<file path="src/rtl/pmx_pkg.sv">
// pmx_pkg: shared control types for the crossover engine.
// Assumes nothing beyond IEEE 1800-2017 enums.
package pmx_pkg;

    // Controller states: idle, scratch copy, part select, gene load,
    // window probe (remap loop) and index step.
    typedef enum logic [2:0] {
        ST_IDLE  = 3'd0,
        ST_COPY  = 3'd1,
        ST_SEL   = 3'd2,
        ST_LOAD  = 3'd3,
        ST_PROBE = 3'd4,
        ST_STEP  = 3'd5
    } pmx_state_e;

    // Part order: child 1 top, child 1 bottom, child 2 top, child 2 bottom.
    localparam logic [2:0] PART_C1_TOP = 3'd0;
    localparam logic [2:0] PART_END    = 3'd4;

endpackage

</file>
<file path="src/rtl/pmx_chrom_mem.sv">
// pmx_chrom_mem: one chromosome held in flip-flops, every gene visible at once.
// Assumes a single writer per cycle; resets to the identity tour.
module pmx_chrom_mem #(
    parameter int N_GENES = 8,
    parameter int GENE_W  = $clog2(N_GENES + 1),
    parameter int IDX_W   = $clog2(N_GENES)
) (
    input  logic                           clk,
    input  logic                           rst_n,
    input  logic                           we,
    input  logic [IDX_W-1:0]               waddr,
    input  logic [GENE_W-1:0]              wdata,
    output logic [N_GENES-1:0][GENE_W-1:0] genes
);

    for (genvar i = 0; i < N_GENES; i++) begin : g_cell
        // Per-position register: identity on reset, addressed write otherwise.
        always_ff @(posedge clk) begin
            if (!rst_n) begin
                genes[i] <= GENE_W'(i);
            end else if (we && (waddr == IDX_W'(i))) begin
                genes[i] <= wdata;
            end
        end
    end

endmodule

</file>
<file path="src/rtl/pmx_match_bank.sv">
// pmx_match_bank: one equality comparator per position, limited to the
// window lo..hi, giving a hit flag and the matching position in one cycle.
// Assumes the searched chromosome is a permutation while en is high.
module pmx_match_bank #(
    parameter int N_GENES = 8,
    parameter int GENE_W  = $clog2(N_GENES + 1),
    parameter int IDX_W   = $clog2(N_GENES)
) (
    input  logic                           clk,
    input  logic                           rst_n,
    input  logic                           en,
    input  logic [GENE_W-1:0]              key,
    input  logic [N_GENES-1:0][GENE_W-1:0] genes,
    input  logic [IDX_W-1:0]               lo,
    input  logic [IDX_W-1:0]               hi,
    output logic                           hit,
    output logic [IDX_W-1:0]               hit_idx
);

    logic [N_GENES-1:0] eq;

    for (genvar j = 0; j < N_GENES; j++) begin : g_cmp
        // Comparator j: key equals gene j and j lies inside the window.
        assign eq[j] = (genes[j] == key) && (IDX_W'(j) >= lo) && (IDX_W'(j) <= hi);
    end

    // Encode the matching position.
    always_comb begin
        hit_idx = '0;
        for (int j = 0; j < N_GENES; j++) begin
            if (eq[j]) hit_idx = IDX_W'(j);
        end
    end

    assign hit = |eq;

    AST_ONE_MATCH: assert property (@(posedge clk) disable iff (!rst_n)
        en |-> $onehot0(eq));

endmodule

</file>
<file path="src/rtl/pmx_crossover.sv">
// pmx_crossover: in-place partially-mapped crossover of two stored tours.
// Child 1 overwrites the second store, child 2 overwrites the first; a
// scratch copy keeps parent 2 for child 2. Assumes both stores hold
// permutations and 0 <= cut_lo <= cut_hi < N_GENES at start.
module pmx_crossover
    import pmx_pkg::*;
#(
    parameter int N_GENES = 8,
    parameter int GENE_W  = $clog2(N_GENES + 1),
    parameter int IDX_W   = $clog2(N_GENES)
) (
    input  logic              clk,
    input  logic              rst_n,
    input  logic              start,
    input  logic [IDX_W-1:0]  cut_lo,
    input  logic [IDX_W-1:0]  cut_hi,
    input  logic              wr_en,
    input  logic              wr_sel,
    input  logic [IDX_W-1:0]  wr_addr,
    input  logic [GENE_W-1:0] wr_data,
    input  logic              rd_sel,
    input  logic [IDX_W-1:0]  rd_addr,
    output logic [GENE_W-1:0] rd_data,
    output logic              busy,
    output logic              done
);

    localparam int               HALF      = (N_GENES + 1) / 2;
    localparam logic [IDX_W-1:0] HALF_LAST = IDX_W'(HALF - 1);
    localparam logic [IDX_W-1:0] POS_LAST  = IDX_W'(N_GENES - 1);

    pmx_state_e state;
    logic [2:0]        part;
    logic [IDX_W-1:0]  k;
    logic [GENE_W-1:0] cand;
    logic [IDX_W-1:0]  lo_q, hi_q;
    logic              done_q;
    logic [N_GENES-1:0][GENE_W-1:0] tmp;
    logic [N_GENES-1:0][GENE_W-1:0] p1_genes, p2_genes;

    // Part decode: child 2 parts use the scratch source and the swapped roles.
    logic              is_c2, is_bot, part_empty;
    logic [IDX_W-1:0]  part_first, part_last;
    logic [GENE_W-1:0] src_gene;
    logic [N_GENES-1:0][GENE_W-1:0] search_genes, partner_genes;
    logic              hit, eng_we, idle;
    logic [IDX_W-1:0]  hit_idx;

    assign is_c2         = part[1];
    assign is_bot        = part[0];
    assign part_empty    = is_bot ? (hi_q == POS_LAST) : (lo_q == '0);
    assign part_first    = is_bot ? (hi_q + IDX_W'(1)) : '0;
    assign part_last     = is_bot ? POS_LAST : (lo_q - IDX_W'(1));
    assign src_gene      = is_c2 ? tmp[k] : p1_genes[k];
    assign search_genes  = is_c2 ? p1_genes : p2_genes;
    assign partner_genes = is_c2 ? p2_genes : p1_genes;
    assign idle          = (state == ST_IDLE);
    assign eng_we        = (state == ST_PROBE) && !hit;

    pmx_chrom_mem #(.N_GENES(N_GENES), .GENE_W(GENE_W), .IDX_W(IDX_W)) u_store1 (
        .clk   (clk),
        .rst_n (rst_n),
        .we    ((idle && wr_en && !wr_sel) || (eng_we && is_c2)),
        .waddr (idle ? wr_addr : k),
        .wdata (idle ? wr_data : cand),
        .genes (p1_genes)
    );

    pmx_chrom_mem #(.N_GENES(N_GENES), .GENE_W(GENE_W), .IDX_W(IDX_W)) u_store2 (
        .clk   (clk),
        .rst_n (rst_n),
        .we    ((idle && wr_en && wr_sel) || (eng_we && !is_c2)),
        .waddr (idle ? wr_addr : k),
        .wdata (idle ? wr_data : cand),
        .genes (p2_genes)
    );

    pmx_match_bank #(.N_GENES(N_GENES), .GENE_W(GENE_W), .IDX_W(IDX_W)) u_match (
        .clk     (clk),
        .rst_n   (rst_n),
        .en      (state == ST_PROBE),
        .key     (cand),
        .genes   (search_genes),
        .lo      (lo_q),
        .hi      (hi_q),
        .hit     (hit),
        .hit_idx (hit_idx)
    );

    // Controller: copy, then per part select, load, probe/remap, step.
    always_ff @(posedge clk) begin
        if (!rst_n) begin
            state  <= ST_IDLE;
            part   <= PART_C1_TOP;
            k      <= '0;
            cand   <= '0;
            lo_q   <= '0;
            hi_q   <= '0;
            done_q <= 1'b0;
        end else begin
            case (state)
                ST_IDLE: if (start) begin
                    lo_q   <= cut_lo;
                    hi_q   <= cut_hi;
                    k      <= '0;
                    part   <= PART_C1_TOP;
                    done_q <= 1'b0;
                    state  <= ST_COPY;
                end
                ST_COPY: begin
                    if (k == HALF_LAST) state <= ST_SEL;
                    else                k     <= k + IDX_W'(1);
                end
                ST_SEL: begin
                    if (part == PART_END) begin
                        done_q <= 1'b1;
                        state  <= ST_IDLE;
                    end else if (part_empty) begin
                        part <= part + 3'd1;
                    end else begin
                        k     <= part_first;
                        state <= ST_LOAD;
                    end
                end
                ST_LOAD: begin
                    cand  <= src_gene;
                    state <= ST_PROBE;
                end
                ST_PROBE: begin
                    if (hit) cand  <= partner_genes[hit_idx];
                    else     state <= ST_STEP;
                end
                ST_STEP: begin
                    if (k == part_last) begin
                        part  <= part + 3'd1;
                        state <= ST_SEL;
                    end else begin
                        k     <= k + IDX_W'(1);
                        state <= ST_LOAD;
                    end
                end
                default: state <= ST_IDLE;
            endcase
        end
    end

    // Scratch copy: top and bottom halves of parent 2 filled two per cycle.
    always_ff @(posedge clk) begin
        if (!rst_n) begin
            tmp <= '0;
        end else if (state == ST_COPY) begin
            tmp[k]            <= p2_genes[k];
            tmp[POS_LAST - k] <= p2_genes[POS_LAST - k];
        end
    end

    assign rd_data = rd_sel ? p2_genes[rd_addr] : p1_genes[rd_addr];
    assign busy    = !idle;
    assign done    = done_q;

    AST_START_TAKES: assert property (@(posedge clk) disable iff (!rst_n)
        (idle && start) |=> busy);
    AST_DONE_QUIET: assert property (@(posedge clk) disable iff (!rst_n)
        done |-> !busy);
    AST_COPY_HOLDS: assert property (@(posedge clk) disable iff (!rst_n)
        (state == ST_COPY) |=> ($stable(p1_genes) && $stable(p2_genes)));
    AST_OUTER_ONLY: assert property (@(posedge clk) disable iff (!rst_n)
        eng_we |-> ((k < lo_q) || (k > hi_q)));

endmodule

</file>
<file path="config.mk">
export PLATFORM = sky130hd
export DESIGN_NAME = pmx_crossover
export DESIGN_NICKNAME = d
export VERILOG_FILES = /design/src/rtl/pmx_pkg.sv /design/src/rtl/pmx_chrom_mem.sv /design/src/rtl/pmx_match_bank.sv /design/src/rtl/pmx_crossover.sv
export SDC_FILE = /design/constraint.sdc
export NUM_CORES = 1
export LEC_CHECK = 0
export CAP_MARGIN = 5
export CORE_ASPECT_RATIO = 1.4
export CORE_MARGIN = 1
export CORE_UTILIZATION = 46
export CTS_CLUSTER_DIAMETER = 100
export DETAILED_ROUTE_END_ITERATION = 10
export PLACE_DENSITY_LB_ADDON = 0.2
export SYNTH_ARGS = -nofsm -noshare
export SYNTH_HDL_FRONTEND = slang
export SYNTH_HIERARCHICAL = 1
export SYNTH_SLANG_ARGS = --single-unit
</file>
<file path="constraint.sdc">
create_clock -name clk -period 7.5 [get_ports clk]
set_input_delay 1.125 -clock clk [delete_from_list [all_inputs] [get_ports clk]]
set_output_delay 1.125 -clock clk [all_outputs]
set_load 0.005 [all_outputs]
</file>
==> results.cfg <==
[status]
status = complete, but fails checks
failed_checks = design-rule violations

[routing]
drt_first_pass_iters = 7
final_antenna_net_count = 0
wl_um = 23100
viasPerCell = 6.30
remaining_drc_errors = 6
wl_per_cell_um = 23.5
drt_iter0_markers = 543
route.vias.total = 6197

[timing]
tightestPinTransition_ps = 1180
rsz0062_at_grt = no
setup-violations-final = 0
max_freq_mhz = 201
fin_crit_ps = 4990
slew_violations = 0
final.period_utilization = 0.665
timing.slew.headroom = 0.210
final_critical_path_setup_slack_ps = 2510
skew_ps = 10.4
hold_viol = 0
sum_of_negative_setup_slack_ps = 0

[job]
maxCapViolations = 0

[clock_tree]
tritoncts_buffer_count = 17
cts_hold_buf = 0
cts.root.buffer_cell = clkbuf_16
clk_transition_reported_paths_ps = 60
cts_sinks = 116
tritoncts = built
postCtsResizedCells = 0
cts_max_level = 4
insertion_delay_ps = 420
cts.path.max_buffers = 2
cts_post_setup_buffers_inserted = 0

[grt]
initial_antenna_violation_count = 0
grt_max_degree = 85
globalRoute.totalOverflow = 0
grtUsageTotal = 0.277
grt_pass1_vias = 6198
wire_length_of_the_first_global_routing_pass_um = 35700

[setup_path]
ff2ff_setup_slack_ps = 2800
timing.critical_path.slowest_cell_delay_ps = 1120
timing.critical_path.cells = clkdlybuf4s50_1 -> mux4_2 -> mux4_2 -> clkdlybuf4s50_1
cpMaxStageDelayCell = clkdlybuf4s50_1
worstReg2RegEnd = u_store1/genes[5]
critical_path.reg2reg.startpoint = part[1]
worstSetupStartpointType = input pin
timing.critical_path.arrival_ps = 3860
worst_r2r_path_depth = 10
critical_path.endpoint_type = output pin
worst_path_maximum_fanout = 16
criticalPathCategory = in -> out
cp.required_ps = 6380

[die]
row_count = 55
floorplan.die.height_um = 155
fp.dieW_um = 111
floorplan.core_area_um2 = 16200
io_pins = 28
die-area_um2 = 17200
initial_utilization = 0.473

[finish]
antenna_diode_instance_count = 0
layout-area-overhead-vs-synth_pct = 10.3
nFillCells = 1456
final_instance_count_without_filler_cells = 983
number_of_nets_in_the_layout = 801
fraction_of_layout_cells_with_a_size_suffix_above_1 = 0.176

[place]
place_hpwl_um = 16600
place_worst_setup_slack_ps = 2510
numPlacedInstances = 951
gp_routability_congestion = 0.992
port_buffers = 27

[hold_path]
whs_endpoint = done
whs_path_depth = 2
hold_start = done
hold_path.class = reg -> reg

[power_and_ir_drop]
vdd_ir_drop_max_mv = 0.151
cellPowerDensity_nw_per_um2 = 190
total_power_mw = 1.61
cellLeakagePower_nw = 3.24

[yosys]
synthDominantAreaCellType = dfxtp_1
synth_sequential_area_ratio = 0.302
ys.warnings.count = 6
synthArstFlopShare = 0
ys_types = 67
post_synth_instance_area_um2 = 7690
postSynthNetCount = 810
postSynthCellCount = 780
post-synth-top-area-fraction = 0.302
syn_area_per_cell_um2 = 9.86
synth_edf_count = 0
postSynthRegisterBits = 116
synth_top_flop_cell = dfxtp_1
yosys-top-cells-count = dfxtp_1 (116), nand2_1 (116), mux2i_1 (112)
synth_top_cells_by_area = dfxtp_1 (30%), mux2i_1 (15%), mux4_2 (11%)
[registers in the layout, summed over array words and instances (netlist names), 3 cells and up]
register and cells:
cand 4, u_store1/genes 32, part 3, hi_q 3, tmp 32, lo_q 3
u_store2/genes 32, k 3, state 3
[cell type report]
type	count	area [um2]	area share
Timing Repair Buffer	35	328	0.0387
Multi-Input combinational cell	589	4970	0.587
Clock buffer	18	439	0.0518
Clock inverter	14	120	0.0142
Inverter	12	45.0	0.00531
Tap cell	199	249	0.0294
Sequential cell	116	2320	0.274
[layout by cell type (no fill, tap or decap), types with 4 or more instances in the layout]
cell type and instances:
ha_1 8, a21oi_1 9, nand4b_1 4, xor2_1 13
buf_4 9, mux2_2 40, a221oi_1 4, clkdlybuf4s50_1 26
nand4_1 9, nor3_1 7, xnor2_1 20, o211ai_1 5
clkbuf_16 17, a31oi_1 4, dfxtp_1 115, nand2b_1 5
mux4_2 39, o21ai_0 16, clkinv_4 4, and2_1 4
nor2b_1 69, nor4bb_1 4, nand2_1 116, and3_1 4
nand3_1 13, mux2i_1 112, o22ai_1 4, nor2_1 12
inv_1 11, a21boi_0 9, nor4_1 4
[through the flow]
step                hold WS, ps  instance area [um2]   util
finish                      480                 8480  0.522
detailed placement          475                 7920  0.488
CTS                         484                 8480  0.522
global placement            462                 7920  0.488
global route                550                 8480  0.522
floorplan                   460                 7690      -
[worst max-delay path: cells and delay by family]
kind	cells	cell delay, ps
mux	2	1140
buf+inv	2	1590
[how the worst max path moves through the flow]
stage / slack [ps] / to / startpoint / depth (start not counted)
floorplan: 3410 / cand[0] / part[1] / 16
global placement: 2540 / rd_data[3] / rd_addr[0] / 4
detailed placement: 2510 / rd_data[2] / rd_addr[0] / 4
CTS: 2500 / rd_data[2] / rd_addr[0] / 4
global route: 2310 / rd_data[2] / rd_addr[0] / 4
finish: 2510 / rd_data[2] / rd_addr[0] / 4
[logic make-up (layout without fill, tap and decap cells)]
logic type,count (synthesis),in the layout,synth area share
multiplexers,194,194,0.329
AO/OA/AOI/OAI,83,83,0.0771
flip-flops,116,116,0.302
XOR/XNOR,34,34,0.0397
AND/OR/NAND/NOR,270,270,0.188
buffers and inverters,75,79,0.0511
adder cells (fa/ha/maj),8,8,0.0130
[where the power goes]
| group | switching (mW) | internal (mW) | leakage [nW] |
|---|---|---|---|
| combinational | 0.106 | 0.0837 | 2.03 |
| clock | 0.325 | 0.440 | 0.273 |
| sequential | 0.0243 | 0.630 | 0.939 |
[per-layer routing]
| layer | part of all wire | wire length, um | GRT usage | vias up |
|---|---|---|---|---|
| met3 | 0.064 | 1490 | 0.0549 | 69 |
| met1 | 0.41 | 9440 | 0.338 | 3044 |
| met2 | 0.45 | 10500 | 0.437 | 271 |
| met4 | 0.074 | 1710 | 0.198 | 0 |
| met5 | 0 | 0 | 0 | - |
| li1 | - | - | - | 2813 |
Power figures use the tool's default switching activity.
